--- src/rtl/dbuf_pkg.sv ---
package dbuf_pkg;
  typedef enum logic [1:0] {
    TX_IDLE = 2'd0,
    TX_SEND = 2'd1,
    TX_WAIT = 2'd2
  } tx_state_e;
endpackage

--- src/rtl/dbuf_ram.sv ---
module dbuf_ram #(
  parameter int DATA_W = 8,
  parameter int ADDR_W = 7
) (
  input  logic              clk,
  input  logic              we,
  input  logic [ADDR_W-1:0] waddr,
  input  logic [DATA_W-1:0] wdata,
  input  logic [ADDR_W-1:0] raddr,
  output logic [DATA_W-1:0] rdata
);
  localparam int WORDS = 1 << ADDR_W;

  logic [DATA_W-1:0] mem [WORDS];

  // write port
  always_ff @(posedge clk) begin
    if (we) mem[waddr] <= wdata;
  end

  // registered read port
  always_ff @(posedge clk) begin
    rdata <= mem[raddr];
  end
endmodule

--- src/rtl/dbuf_owner.sv ---
module dbuf_owner #(
  parameter int DEPTH = 64,
  localparam int CNT_W = $clog2(DEPTH + 1),
  localparam int PTR_W = $clog2(DEPTH)
) (
  input  logic             clk,
  input  logic             rst,
  input  logic             bus_rst,
  input  logic             cpu_wr,
  input  logic             cpu_commit,
  input  logic [CNT_W-1:0] cpu_count,
  input  logic             tx_ack,
  output logic             mem_we,
  output logic [PTR_W:0]   mem_waddr,
  output logic             bus_idx,
  output logic [CNT_W-1:0] bus_len,
  output logic             have_data,
  output logic             buf_avail,
  output logic             avail_irq
);
  logic [1:0]       n_q, n_next;
  logic             cpu_idx_q, bus_idx_q;
  logic [CNT_W-1:0] wptr_q;
  logic [CNT_W-1:0] len_q [2];
  logic [CNT_W-1:0] cnt_c;
  logic             room, take, give;

  assign room  = (n_q != 2'd2);
  assign take  = cpu_commit && room && !bus_rst;
  assign give  = tx_ack && (n_q != 2'd0) && !bus_rst;
  assign cnt_c = (cpu_count > CNT_W'(DEPTH)) ? CNT_W'(DEPTH) : cpu_count;

  always_comb begin
    if (bus_rst) n_next = 2'd0;
    else         n_next = n_q + {1'b0, take} - {1'b0, give};
  end

  assign mem_we    = cpu_wr && room && !bus_rst && (wptr_q != CNT_W'(DEPTH));
  assign mem_waddr = {cpu_idx_q, wptr_q[PTR_W-1:0]};
  assign bus_idx   = bus_idx_q;
  assign bus_len   = len_q[bus_idx_q];
  assign have_data = (n_q != 2'd0);

  // ownership bookkeeping: which half each side holds and how many are committed
  always_ff @(posedge clk) begin
    if (rst || bus_rst) begin
      n_q       <= 2'd0;
      cpu_idx_q <= 1'b0;
      bus_idx_q <= 1'b0;
      wptr_q    <= '0;
    end else begin
      n_q <= n_next;
      if (take) begin
        len_q[cpu_idx_q] <= cnt_c;
        cpu_idx_q        <= ~cpu_idx_q;
        wptr_q           <= '0;
      end else if (mem_we) begin
        wptr_q <= wptr_q + CNT_W'(1);
      end
      if (give) bus_idx_q <= ~bus_idx_q;
    end
  end

  // availability flag and its rising-edge interrupt
  always_ff @(posedge clk) begin
    if (rst) begin
      buf_avail <= 1'b1;
      avail_irq <= 1'b0;
    end else begin
      buf_avail <= (n_next != 2'd2);
      avail_irq <= (n_next != 2'd2) && !buf_avail;
    end
  end
endmodule

--- src/rtl/dbuf_tx.sv ---
module dbuf_tx
  import dbuf_pkg::*;
#(
  parameter int DEPTH = 64,
  localparam int CNT_W = $clog2(DEPTH + 1),
  localparam int PTR_W = $clog2(DEPTH)
) (
  input  logic             clk,
  input  logic             rst,
  input  logic             bus_rst,
  input  logic             in_req,
  input  logic             hs_ack,
  input  logic             hs_timeout,
  input  logic             have_data,
  input  logic             bus_idx,
  input  logic [CNT_W-1:0] bus_len,
  output logic [PTR_W:0]   rd_addr,
  output logic             tx_ack,
  output logic             nak,
  output logic             tx_valid,
  output logic             tx_last,
  output logic             tx_zlp
);
  tx_state_e        st_q;
  logic [CNT_W-1:0] ptr_q;
  logic             at_end;

  assign rd_addr = {bus_idx, ptr_q[PTR_W-1:0]};
  assign at_end  = (ptr_q == bus_len - CNT_W'(1));
  assign tx_ack  = (st_q == TX_WAIT) && hs_ack;

  always_ff @(posedge clk) begin
    if (rst || bus_rst) begin
      st_q     <= TX_IDLE;
      ptr_q    <= '0;
      nak      <= 1'b0;
      tx_valid <= 1'b0;
      tx_last  <= 1'b0;
      tx_zlp   <= 1'b0;
    end else begin
      nak      <= 1'b0;
      tx_valid <= 1'b0;
      tx_last  <= 1'b0;
      tx_zlp   <= 1'b0;
      unique case (st_q)
        TX_IDLE: begin
          if (in_req) begin
            if (have_data) begin
              st_q  <= TX_SEND;
              ptr_q <= '0;
            end else begin
              nak <= 1'b1;
            end
          end
        end
        TX_SEND: begin
          tx_valid <= 1'b1;
          if (bus_len == '0) begin
            tx_last <= 1'b1;
            tx_zlp  <= 1'b1;
            st_q    <= TX_WAIT;
          end else begin
            tx_last <= at_end;
            ptr_q   <= ptr_q + CNT_W'(1);
            if (at_end) st_q <= TX_WAIT;
          end
        end
        TX_WAIT: begin
          if (hs_ack || hs_timeout) st_q <= TX_IDLE;
        end
        default: st_q <= TX_IDLE;
      endcase
    end
  end
endmodule

--- src/rtl/dbuf_in_ep.sv ---
module dbuf_in_ep #(
  parameter int DATA_W = 8,
  parameter int DEPTH  = 64,
  localparam int CNT_W = $clog2(DEPTH + 1),
  localparam int PTR_W = $clog2(DEPTH)
) (
  input  logic              clk,
  input  logic              rst,
  input  logic              cpu_wr,
  input  logic [DATA_W-1:0] cpu_wdata,
  input  logic              cpu_commit,
  input  logic [CNT_W-1:0]  cpu_count,
  output logic              buf_avail,
  output logic              avail_irq,
  input  logic              usb_reset,
  input  logic              in_req,
  input  logic              hs_ack,
  input  logic              hs_timeout,
  output logic              nak,
  output logic              tx_valid,
  output logic [DATA_W-1:0] tx_data,
  output logic              tx_last,
  output logic              tx_zlp
);
  logic             mem_we, bus_idx, have_data, tx_ack;
  logic [PTR_W:0]   mem_waddr, rd_addr;
  logic [CNT_W-1:0] bus_len;

  dbuf_owner #(.DEPTH(DEPTH)) u_owner (
    .clk(clk), .rst(rst), .bus_rst(usb_reset),
    .cpu_wr(cpu_wr), .cpu_commit(cpu_commit), .cpu_count(cpu_count),
    .tx_ack(tx_ack), .mem_we(mem_we), .mem_waddr(mem_waddr),
    .bus_idx(bus_idx), .bus_len(bus_len), .have_data(have_data),
    .buf_avail(buf_avail), .avail_irq(avail_irq)
  );

  dbuf_tx #(.DEPTH(DEPTH)) u_tx (
    .clk(clk), .rst(rst), .bus_rst(usb_reset),
    .in_req(in_req), .hs_ack(hs_ack), .hs_timeout(hs_timeout),
    .have_data(have_data), .bus_idx(bus_idx), .bus_len(bus_len),
    .rd_addr(rd_addr), .tx_ack(tx_ack), .nak(nak),
    .tx_valid(tx_valid), .tx_last(tx_last), .tx_zlp(tx_zlp)
  );

  dbuf_ram #(.DATA_W(DATA_W), .ADDR_W(PTR_W + 1)) u_ram (
    .clk(clk), .we(mem_we), .waddr(mem_waddr), .wdata(cpu_wdata),
    .raddr(rd_addr), .rdata(tx_data)
  );
endmodule

--- config.mk ---
export PLATFORM = sky130hd
export DESIGN_NAME = dbuf_in_ep
export DESIGN_NICKNAME = d
export VERILOG_FILES = /design/src/rtl/dbuf_pkg.sv /design/src/rtl/dbuf_ram.sv /design/src/rtl/dbuf_owner.sv /design/src/rtl/dbuf_tx.sv /design/src/rtl/dbuf_in_ep.sv
export SDC_FILE = /design/constraint.sdc
export NUM_CORES = 1
export LEC_CHECK = 0
export ABC_AREA = 1
export BUFFER_PORTS_ARGS = -buffer_cell sky130_fd_sc_hd__buf_4
export CORE_ASPECT_RATIO = 1.4
export CORE_MARGIN = 2
export CORE_UTILIZATION = 30
export CTS_CLUSTER_SIZE = 40
export DETAILED_ROUTE_END_ITERATION = 8
export PLACE_DENSITY_LB_ADDON = 0.15
export REMOVE_ABC_BUFFERS = 1
export SLEW_MARGIN = 20
export SYNTH_ARGS = -nofsm -noshare
export SYNTH_HDL_FRONTEND = slang
export SYNTH_HIERARCHICAL = 1
export SYNTH_SLANG_ARGS = --single-unit
--- constraint.sdc ---
create_clock -name clk -period 2.4 [get_ports clk]
set_clock_uncertainty 0.1 [all_clocks]
set_input_delay 0.48 -clock clk [delete_from_list [all_inputs] [get_ports clk]]
set_output_delay 0.48 -clock clk [all_outputs]
set_load 0.05 [all_outputs]
Word-level counts from Yosys, hierarchy flattened --
Memories as Yosys holds them, arrays and structs flattened. A register that Yosys moved wholly into a read port is not among the register bits. Cells that the tools add are included.
Word-level totals: bits in registers 26, bits in writable memories 1038, input port bits 23, output and inout port bits 14, logic and storage cells 81, memories 2
Operators by class: add/subtract/negate cells 5, $lt $le $gt $ge 1, equal/unequal tests 11, multiplexer cells 23, bitwise operators 5, reduce and logical (&&, ||, !) cells 22
Memories:
- u_ram.mem | depth 128, width 8, rd ports 1, clocked after Yosys merged registers in 1, wr ports 1, RTL line dbuf_ram.sv:14 | logic [DATA_W-1:0] mem [WORDS];
- u_owner.len_q | depth 2, width 7, rd ports 1, clocked after Yosys merged registers in 1, wr ports 1, RTL line dbuf_owner.sv:24 | logic [CNT_W-1:0] len_q [2];
Operators by type and width (count):
- 7-bit two-way mux | 4
- 7-bit by 1-bit adder with 7-bit output (second input constant) | 2
- 7-bit one-hot mux with 2 select lines | 1
- 2-bit two-way mux | 6
- 2-bit inequality test (second input constant) | 6
- 1-bit two-way mux | 11
- 1-bit logical AND | 9
- 4-bit AND reduction | 2
- 7-bit == test | 1
- 7-bit greater-than comparator (second input constant) | 1
- 7-bit zero test | 1
- 7-bit inequality test (second input constant) | 1
- 7-bit by 1-bit subtractor with 7-bit output (second input constant) | 1
- 2-bit one-hot mux with 3 select lines | 1
- 1-bit NOT | 5
- 2-bit nonzero test | 2
- 2-bit OR reduction | 2
- 3-bit by 1-bit inequality test with 1-bit output (second input constant) | 1
- 3-bit OR reduction | 1
- 2-bit by 1-bit adder with 2-bit output | 1
- 2-bit by 1-bit == test with 1-bit output (second input constant) | 1
- 2-bit == test (second input constant) | 1
- 1-bit zero test | 2
- 2-bit zero test | 1
- 2 further kinds | 3

Depth between registers and ports, before layout --
word-level depth 8, mapped depth 15, depth with buffers taken out 13

Hierarchy --
The synthesis kept the hierarchy.
Modules (own cells, without submodules):
- dbuf_ram | times used 1, cells each 3575, area an instance 42104.1 µm², seq. area each 30909.6 µm²
- dbuf_owner | times used 1, cells each 159, area an instance 1407.6 µm², seq. area each 700.7 µm²
- dbuf_tx | times used 1, cells each 147, area an instance 982.2 µm², seq. area each 260.2 µm²

Worst setup path before layout --
OpenSTA, ideal clock, no wires.
kind register to register, start point register u_owner.wptr_q[0], end point memory u_ram.mem[105][0] (enable), setup time 0.370 ns, arrival 1.910 ns, data required time 1.930 ns, setup slack 0.019 ns, cell stages (with the launch flop) 10, buffers on the path 2, clock period less this slack 2.381 ns, cells stage by stage dfxtp_1 inv_1 ha_1 nand2_1 nor2_2 nor2_4 clkbuf_1 nand2_1 clkbuf_1 nor2_1
On the way: cells in the longest elaborated chain, start to end 4
Ends and longest elaborated chain:
- start: declaration | RTL line dbuf_owner.sv:23 | logic [CNT_W-1:0] wptr_q;
- start signal: assignment | RTL line dbuf_owner.sv:58 | wptr_q <= wptr_q + CNT_W'(1);
- 7-bit inequality test | RTL line dbuf_owner.sv:38 | assign mem_we = cpu_wr && room && !bus_rst && (wptr_q != CNT_W'(DEPTH));
- 1-bit logical AND | RTL line dbuf_owner.sv:38
- named net mem_we | RTL line dbuf_in_ep.sv:25 | logic mem_we, bus_idx, have_data, tx_ack;
- 1-bit two-way mux | RTL line dbuf_ram.sv:18 | if (we) mem[waddr] <= wdata;
- 1-bit two-way mux (implied by the code) | RTL line dbuf_ram.sv:18
- end: declaration | RTL line dbuf_ram.sv:14
The timed path passes the listed nets, and every way through them passes these cells.

==> metrics.md <==
| Metric | Value |
|---|---|
| Status | completed |
| Final setup fails | 0 |
| GRT overflow | 0 |
| Area Overhead vs Synth | 17.2% |
| GRT Util Overall | 0.175 |
| Clock Latency Late Sink | 0.71 ns |
| Post-DP HPWL | 85.1 mm |
| Setup crit end kind | register |
| Die height | 460 um |
| CP Data Required Time | 2.95 ns |
| Crit-path cells | buf_12 -> buf_12 -> buf_4 -> nand2_1 -> nand3_1 -> nand3_1 -> nand3_1 -> nand2_1 -> nand2_1 -> nand3_1 -> nand2_1 -> nand2_1 -> nand2_1 |
| Crit path largest cell delay | 0.44 ns |
| Synth async-reset ratio | 0 |
| Worst setup path category | reg -> reg |
| Cells after Synth | 3881 |
| H-tree depth | 3 |
| Netlist cell types | 40 |
| Total number of vias | 28.9k |
| Slowest-stage cell, CP | dfxtp_4 |
| Final Slew Violations | 0 |
| Synthesized cell area | 44500 um^2 |
| Fin Setup TNS | 0 ns |
| Initial core utilization | 0.302 |
| Pwr/cell area | 720 nW/um^2 |
| Most used cell, CP | nand2_1 |
| Boundary Pins | 37 |
| Fraction of final layout cells sized beyond drive strength 1 | 0.129 |
| Leak | 0.0186 uW |
| First-pass iteration count of the detailed router | 5 |
| Port Buffer Count | 36 |
| Top post-synthesis cells by area | edfxtp_1, nand2_1, nand3_1 |
| Worst setup SP type | register |
| Clock Pin Slew Worst Setup and Hold Paths | 0.06 ns |
| Total CTS buffers | 103 |
| Area leader, netlist | edfxtp_1 |
| Clk sinks | 1073 |
| Tcrit/Tclk final | 0.945 |
| Slew HR | 0.601 |
| Initial drt markers | 2048 |
| Post-synth EDFFs | 1038 |
| Fin crit period | 2.27 ns |
| Final Hold Fails | 0 |
| Avg Inst Size Synth | 11.5 um^2 |
| Hold Crit Class | in -> reg |
| Final core occ | 0.353 |
| Final Net Count | 4117 |
| Max Cap Viol | 0 |
| Antenna-violating nets left | 0 |
| Top cell type's share of synthesized area | 0.701 |
| Sequential element share of the synthesized area | 0.716 |
| Clk buf depth | 3 |
| Via density per instance | 4.73 |
| Vias in the first global route | 28.7k |
| Wire length per cell | 21.8 um |
| CTS Root Cell | clkbuf_16 |
| Worst-path fanout max | 50 |
| Pin count of the biggest net entering global routing | 61 |
| Row count | 167 |
| Max Freq | 0.441 GHz |
| Antenna violations before repair | 1 |
| Die area | 151000 um^2 |
| Chip Width | 329 um |
| Syn. warnings | 6 |
| First-pass GRT wire length | 196 mm |
| Hold_ws | 0.0640 ns |
| GP Congestion | 0.803 |
| FF+latch count, synth | 1073 |
| Maximum vdd ir drop | 625 uV |
| Core area | 148000 um^2 |
| Worst-Margin Slew | 0.598 ns |
| Unrepaired setup endpoints after global routing | false |
| Residual DRC | 0 |
| Arr. time, crit path | 2.82 ns |
| CTS tree | yes |
| Most common flop cell mapped by yosys | edfxtp_1 |
| Post-Route WL | 133 mm |
[final cells by class]
cell class                      instances  area [um^2]
Multi-Input combinational cell       2486        10900
Timing Repair Buffer                  349         3390
Inverter                               74          307
Sequential cell                      1073        31900
Fill cell                           14700        95400
Antenna cell                            1         2.50
Clock buffer                          122         2690
Clock inverter                         66          549
Tap cell                             1943         2430
[final timing paths]
path                                   start                       endpoint  slack (ns)  cells after the start
hold reg to reg    u_tx/st_q[0]$_SDFFE_PP0P_      u_tx/st_q[1]$_SDFFE_PP0P_        0.40                      2
setup reg to reg  u_tx/ptr_q[0]$_SDFFE_PP0P_         u_ram/rdata[5]$_DFF_P_        0.13                     13
setup / recovery  u_tx/ptr_q[0]$_SDFFE_PP0P_         u_ram/rdata[5]$_DFF_P_        0.13                     13
hold / removal                  cpu_count[5]  u_owner/len_q[1][5]$_DFFE_PP_        0.06                      3
[logic make-up (layout without fill, tap and decap cells)]
group	Yosys count	in the layout	synth area share
and+or+nand+nor	2439	2439	0.236
DFF	1073	1073	0.716
buffers and inverters	322	611	0.0393
AOI/OAI and AO/OA	28	28	0.00346
adders and majority gates	7	7	0.00197
muxes	7	7	0.00177
xor gates and xnor gates	5	5	0.000984
other	0	1	0
[Yosys cell counts (11+ instances only)]
cell type  instances
edfxtp_1        1038
nor2_1           170
inv_1             67
nand2_1         1274
a21oi_1           15
buf_2            122
clkbuf_1          35
buf_1             14
nand3_1          950
buf_6             23
buf_4             54
dfxtp_1           35
nor3_1            11
[per-layer routing]
layer  track usage  wire length (um)  vias to the layer above
met2         0.317             69400                      504
met4        0.0558              3680                        0
met3        0.0173              3990                      159
met5             0                 0                        -
li1              -                 -                    13900
met1         0.219             56100                    14300
[worst max-delay path, delay by kind of cell (launching register included)]
kind,cells,cell delay (ns)
and+or+nand+nor,10,1.00
DFF,1,0.44
buffers and inverters,3,0.65
[cells in the final DEF, fill, tap and decap left out, drive strengths merged, types with 16 or more instances in the layout]
cell	n
a21oi	16
buf	340
clkbuf	122
clkinv	50
dfxtp	35
edfxtp	1038
inv	74
nand2	1282
nand3	955
nor2	180
[where the power goes]
| group | switching [uW] | leakage (uW) | internal [uW] |
|---|---|---|---|
| combinational | 731 | 0.00736 | 255 |
| sequential | 22.4 | 0.00962 | 20500 |
| clock | 7060 | 0.00159 | 8940 |
[through the flow]
stage	total power [uW]	std cells	instance area (um^2)	setup slack, ns
final	37500	6114	52100	0.131
after global routing	38700	6114	52100	0.000219
after CTS	38000	6110	52100	0.0831
after detailed placement	22000	5913	48800	-0.0239
after global placement	22000	5913	48800	-0.0585
after floorplan	21300	3633	43000	-12.25
[timing repair]
action	in CTS	in global routing
hold buffers	9	0
endpoints found under the setup margin	0	63
setup buffers	0	3
resized for setup	0	3
endpoints found under the hold margin	13	0
[state kept, by name, indices dropped and copies added, names as in the netlist, named ones only]
name,cells
u_ram/rdata,8
u_owner/cpu_idx_q,1
u_tx/tx_valid,1
u_ram/mem,1024
u_tx/st_q,2
u_owner/bus_idx,1
u_owner/len_q,14
u_tx/ptr_q,7
u_tx/tx_last,1
u_tx/tx_zlp,1
u_tx/nak,1
u_owner/wptr_q,7
u_owner/n_q,2
u_owner/avail_irq,1
u_owner/buf_avail,1
(Power assumes the default switching activity.)
